$ cat src/rtl/devstat_pkg.sv
package devstat_pkg;

    localparam int REG_W   = 16;
    localparam int FLAG_N  = 4;
    localparam int CE_POS  = 0;
    localparam int NF_POS  = 1;
    localparam int FE_POS  = 2;
    localparam int UR_POS  = 3;
    localparam int TP_POS  = 5;

    // Error event bundle, packed in flag-bit order (ur is the msb).
    typedef struct packed {
        logic ur;
        logic fe;
        logic nf;
        logic ce;
    } err_vec_t;

    typedef enum logic {
        SEV_NONFATAL = 1'b0,
        SEV_FATAL    = 1'b1
    } ur_sev_e;

    // Route the raw event pulses onto the flag bits they set.
    function automatic err_vec_t route_events(input err_vec_t raw, input ur_sev_e sev);
        err_vec_t r;
        r    = raw;
        r.nf = raw.nf | (raw.ur & (sev == SEV_NONFATAL));
        r.fe = raw.fe | (raw.ur & (sev == SEV_FATAL));
        return r;
    endfunction

endpackage

$ cat src/rtl/devstat_evmap.sv
module devstat_evmap
    import devstat_pkg::*;
(
    input  logic     ev_corr,
    input  logic     ev_nonfatal,
    input  logic     ev_fatal,
    input  logic     ev_unsup,
    input  logic     unsup_is_fatal,
    output err_vec_t set_v
);
    err_vec_t raw;
    ur_sev_e  sev;

    always_comb begin
        raw.ce = ev_corr;
        raw.nf = ev_nonfatal;
        raw.fe = ev_fatal;
        raw.ur = ev_unsup;
        sev    = unsup_is_fatal ? SEV_FATAL : SEV_NONFATAL;
        set_v  = route_events(raw, sev);
    end
endmodule

$ cat src/rtl/devstat_flagbank.sv
module devstat_flagbank #(
    parameter int N = 4
) (
    input  logic         clk,
    input  logic         rst,
    input  logic [N-1:0] set_v,
    input  logic [N-1:0] clr_v,
    output logic [N-1:0] q
);
    genvar i;
    generate
        for (i = 0; i < N; i++) begin : g_flag
            always_ff @(posedge clk) begin
                if (rst)
                    q[i] <= 1'b0;
                else if (set_v[i])
                    q[i] <= 1'b1;          // a set beats a clear in the same cycle
                else if (clr_v[i])
                    q[i] <= 1'b0;
            end
        end
    endgenerate
endmodule

$ cat src/rtl/devstat_rdmux.sv
module devstat_rdmux
    import devstat_pkg::*;
(
    input  err_vec_t         flags,
    input  logic             pend_live,
    output logic [REG_W-1:0] rdata
);
    always_comb begin
        rdata                     = '0;
        rdata[UR_POS:CE_POS]      = flags;
        rdata[TP_POS]             = pend_live;
    end
endmodule

$ cat src/rtl/devstat_reg.sv
module devstat_reg
    import devstat_pkg::*;
(
    input  logic             clk,
    input  logic             rst,
    input  logic             sel,
    input  logic             wr_en,
    input  logic [1:0]       be,
    input  logic [REG_W-1:0] wdata,
    output logic [REG_W-1:0] rdata,
    input  logic             ev_corr,
    input  logic             ev_nonfatal,
    input  logic             ev_fatal,
    input  logic             ev_unsup,
    input  logic             unsup_is_fatal,
    input  logic             pend_live
);
    err_vec_t          set_v;
    err_vec_t          clr_v;
    err_vec_t          flags;
    logic              wr_lo;
    logic              unused_hi;

    devstat_evmap u_evmap (
        .ev_corr        (ev_corr),
        .ev_nonfatal    (ev_nonfatal),
        .ev_fatal       (ev_fatal),
        .ev_unsup       (ev_unsup),
        .unsup_is_fatal (unsup_is_fatal),
        .set_v          (set_v)
    );

    // Only the low byte holds writable flags; the high byte is all reserved.
    assign wr_lo     = sel & wr_en & be[0];
    assign clr_v     = wr_lo ? err_vec_t'(wdata[UR_POS:CE_POS]) : '0;
    assign unused_hi = ^{be[1], wdata[REG_W-1:FLAG_N]};

    devstat_flagbank #(.N(FLAG_N)) u_bank (
        .clk   (clk),
        .rst   (rst),
        .set_v (set_v),
        .clr_v (clr_v),
        .q     (flags)
    );

    devstat_rdmux u_rdmux (
        .flags     (flags),
        .pend_live (pend_live),
        .rdata     (rdata)
    );
endmodule

$ cat config.mk
export PLATFORM = sky130hd
export DESIGN_NAME = devstat_reg
export DESIGN_NICKNAME = d
export VERILOG_FILES = /design/src/rtl/devstat_pkg.sv /design/src/rtl/devstat_evmap.sv /design/src/rtl/devstat_flagbank.sv /design/src/rtl/devstat_rdmux.sv /design/src/rtl/devstat_reg.sv
export SDC_FILE = /design/constraint.sdc
export NUM_CORES = 1
export LEC_CHECK = 0
export BUFFER_PORTS_ARGS = -buffer_cell sky130_fd_sc_hd__buf_2
export CORE_AREA = 3 3 40 42
export DETAILED_ROUTE_END_ITERATION = 10
export DIE_AREA = 0 0 43 45
export PLACE_DENSITY = 0.55
export SETUP_SLACK_MARGIN = 0.05
export SYNTH_ARGS = -nofsm -noshare
export SYNTH_HDL_FRONTEND = slang
export SYNTH_SLANG_ARGS = --single-unit
$ cat constraint.sdc
create_clock -name clk -period 1.3 [get_ports clk]
set_clock_uncertainty 0.1 [all_clocks]
set_input_delay 0.13 -clock clk [delete_from_list [all_inputs] [get_ports clk]]
set_output_delay 0.13 -clock clk [all_outputs]
set_load 0.01 [all_outputs]
==> impl_metrics.env <==
export IMPL_vdd_drop_max_mv=0.3064
export IMPL_port_buffers=17
export IMPL_rrSetupSlack_ns=0.45
export IMPL_finalSetupViolCount=0
export IMPL_seq_area_frac_synth=0.3265
export IMPL_die_w_um=43
export IMPL_ys_ff_latch=4
export IMPL_area_growth_pct=34.18
export IMPL_detail_route_vias_per_cell=3.734
export IMPL_drive_gt1_frac=0.4082
export IMPL_grt_pass1_vias=212
export IMPL_largestRegisters="u_bank.q: 4 flops"
export IMPL_cts_buffer_depth=2
export IMPL_cpPeakStageDelay_ns=0.32
export IMPL_grt_pass1_wl_um=862
export IMPL_antenna_found_initial=0
export IMPL_grt_overflow=0
export IMPL_cp_max_fo=2
export IMPL_track_usage=0.06583
export IMPL_layout_cells_most_common="buf_2"
export IMPL_hold_violations=0
export IMPL_period_minus_slack_ns=0.9145
export IMPL_drv_cap=0
export IMPL_coreArea_um2=1285
export IMPL_intPower_uw=264.9
export IMPL_cp_num_buf_inv=1
export IMPL_outcome="completed"
export IMPL_seqPwrFrac=0.379
export IMPL_dr_pass1_iters=3
export IMPL_dieArea_um2=1935
export IMPL_ios=44
export IMPL_endpoint_kind="primary output"
export IMPL_cp_top_family="flip-flops"
export IMPL_period_share=0.7035
export IMPL_leakage_uw=0.0001777
export IMPL_drt_iter0_markers=2
export IMPL_num_antenna_cells=0
export IMPL_clk_pin_slew_worst_paths_ns=0.04
export IMPL_p_switching_uw=95.32
export IMPL_cp_slowest_cell="dfxtp_1"
export IMPL_start_util=0.1908
export IMPL_cts_sinks=4
export IMPL_finalSetupTns_ns=0
export IMPL_cp_required_ns=1.07
export IMPL_h_tree_depth=1
export IMPL_syn_cell_area_um2=245.2
export IMPL_hold_class="in -> reg"
export IMPL_worstPathArrival_ns=0.68
export IMPL_num_nets_final=79
export IMPL_pwr_share_comb=0.188
export IMPL_clkPwrFrac=0.433
export IMPL_die_y_um=45
export IMPL_vias=239
export IMPL_drc=0
export IMPL_antenna_left=0
export IMPL_crit_chain="buf_2"
export IMPL_numCtsBuffers=3
export IMPL_wirelength_um=549
export IMPL_synth_cell_types=8
export IMPL_final_util=0.2561
export IMPL_wl_per_cell_um=8.578
export IMPL_p_sw_frac=0.2647
export IMPL_fmaxAchievable_mhz=1093
export IMPL_rsz0062_at_grt="no"
export IMPL_synthCells=30
export IMPL_tritoncts="built"
export IMPL_crit_type="reg -> out"
export IMPL_synth_avg_cell_area_um2=8.175
export IMPL_top_register="u_bank.q"
export IMPL_yosys_warnings=0
export IMPL_root_buffer="clkbuf_4"
export IMPL_power_total_uw=360.2
export IMPL_most_common_layout_cells="17 x buf_2, 11 x conb_1, 4 x nand4_1, 4 x nor2_1, 4 x dfxtp_1"
export IMPL_grt_max_degree=5
export IMPL_power_density_nw_per_um2=1095
export IMPL_clk_latency_ns=0.23
export IMPL_largest_reg_flops=4
export IMPL_postCtsSetupBuffers=0
export IMPL_slew_viol_final=0
export IMPL_critPathLaunchType="flip-flop"
export IMPL_core_rowCount=13
export IMPL_globalplace_congestion=0.6532
export IMPL_cts_resized=0
## path summary, 6_finish.rpt
path | end | start | depth (start not counted)
worst max-delay path | rdata[2] | u_bank.q[2]$_SDFFE_PP0P_ | 1
worst min-delay path | u_bank.q[0]$_SDFFE_PP0P_ | ev_corr | 3
worst max register to register | u_bank.q[2]$_SDFFE_PP0P_ | u_bank.q[2]$_SDFFE_PP0P_ | 2
worst min register to register | u_bank.q[3]$_SDFFE_PP0P_ | u_bank.q[3]$_SDFFE_PP0P_ | 2
## repair_timing
action	4_1_cts	5_1_grt
endpoints found under the setup margin	0	0
endpoints found under the hold margin	3	0
hold buffers	1	0
## cell type report
type	count	area [um^2]
multi-input combinational	23	108.9
inverter	1	3.754
sequential	4	80.08
timing repair buffer	18	95.09
fill	152	955.9
tap	15	18.77
clock buffer	3	22.52
## Yosys cell counts (all sizes together)
cell type  count  area share
a221oi         2       0.071
nor2           4       0.061
a21oi          2       0.041
nand4          4        0.10
dfxtp          4        0.33
inv            1       0.015
buf           12        0.37
conb           1       0.015
## power by group through the flow
stage | clock network, uW | registers (uW) | logic (uW)
floorplan | 0 | 144 | 52.6
global placement | 0 | 139 | 65.3
detailed placement | 0 | 139 | 65.8
CTS | 164 | 137 | 68.3
global route | 167 | 137 | 78.5
finish | 156 | 137 | 67.6
## per-layer routing
layer  up-vias  part of all wire  track usage
met1        97              0.34      0.07005
li1        120                 -            -
met3         2              0.21      0.05179
met2        20              0.43      0.08383
met4         0             0.022      0.05422
met5         -                 0            0
## metrics by stage
stage	hold slack (ns)	instances	instance area [um^2]	setup slack (ns)
2_1_floorplan	0.1024	40	282.8	0.4554
3_3_place_gp	0.1601	60	296.5	0.4151
3_5_place_dp	0.1601	60	296.5	0.4088
4_1_cts	0.006798	64	329.1	0.3637
5_1_grt	0.03928	64	329.1	0.3601
6_report	0.004367	64	329.1	0.3855
## worst min-delay path: stages
cell,delay (ns)
buf_2,0.08
a21oi_1,0.03
nor2_1,0.06
## cell families after synthesis
family          count (synthesis)  share of synthesized area
other cells                     1                    0.01529
buf+inv                        13                     0.3827
simple gates                    8                     0.1632
compound gates                  4                     0.1123
flops                           4                     0.3265
Note: power is estimated with default switching activity, not from simulation.
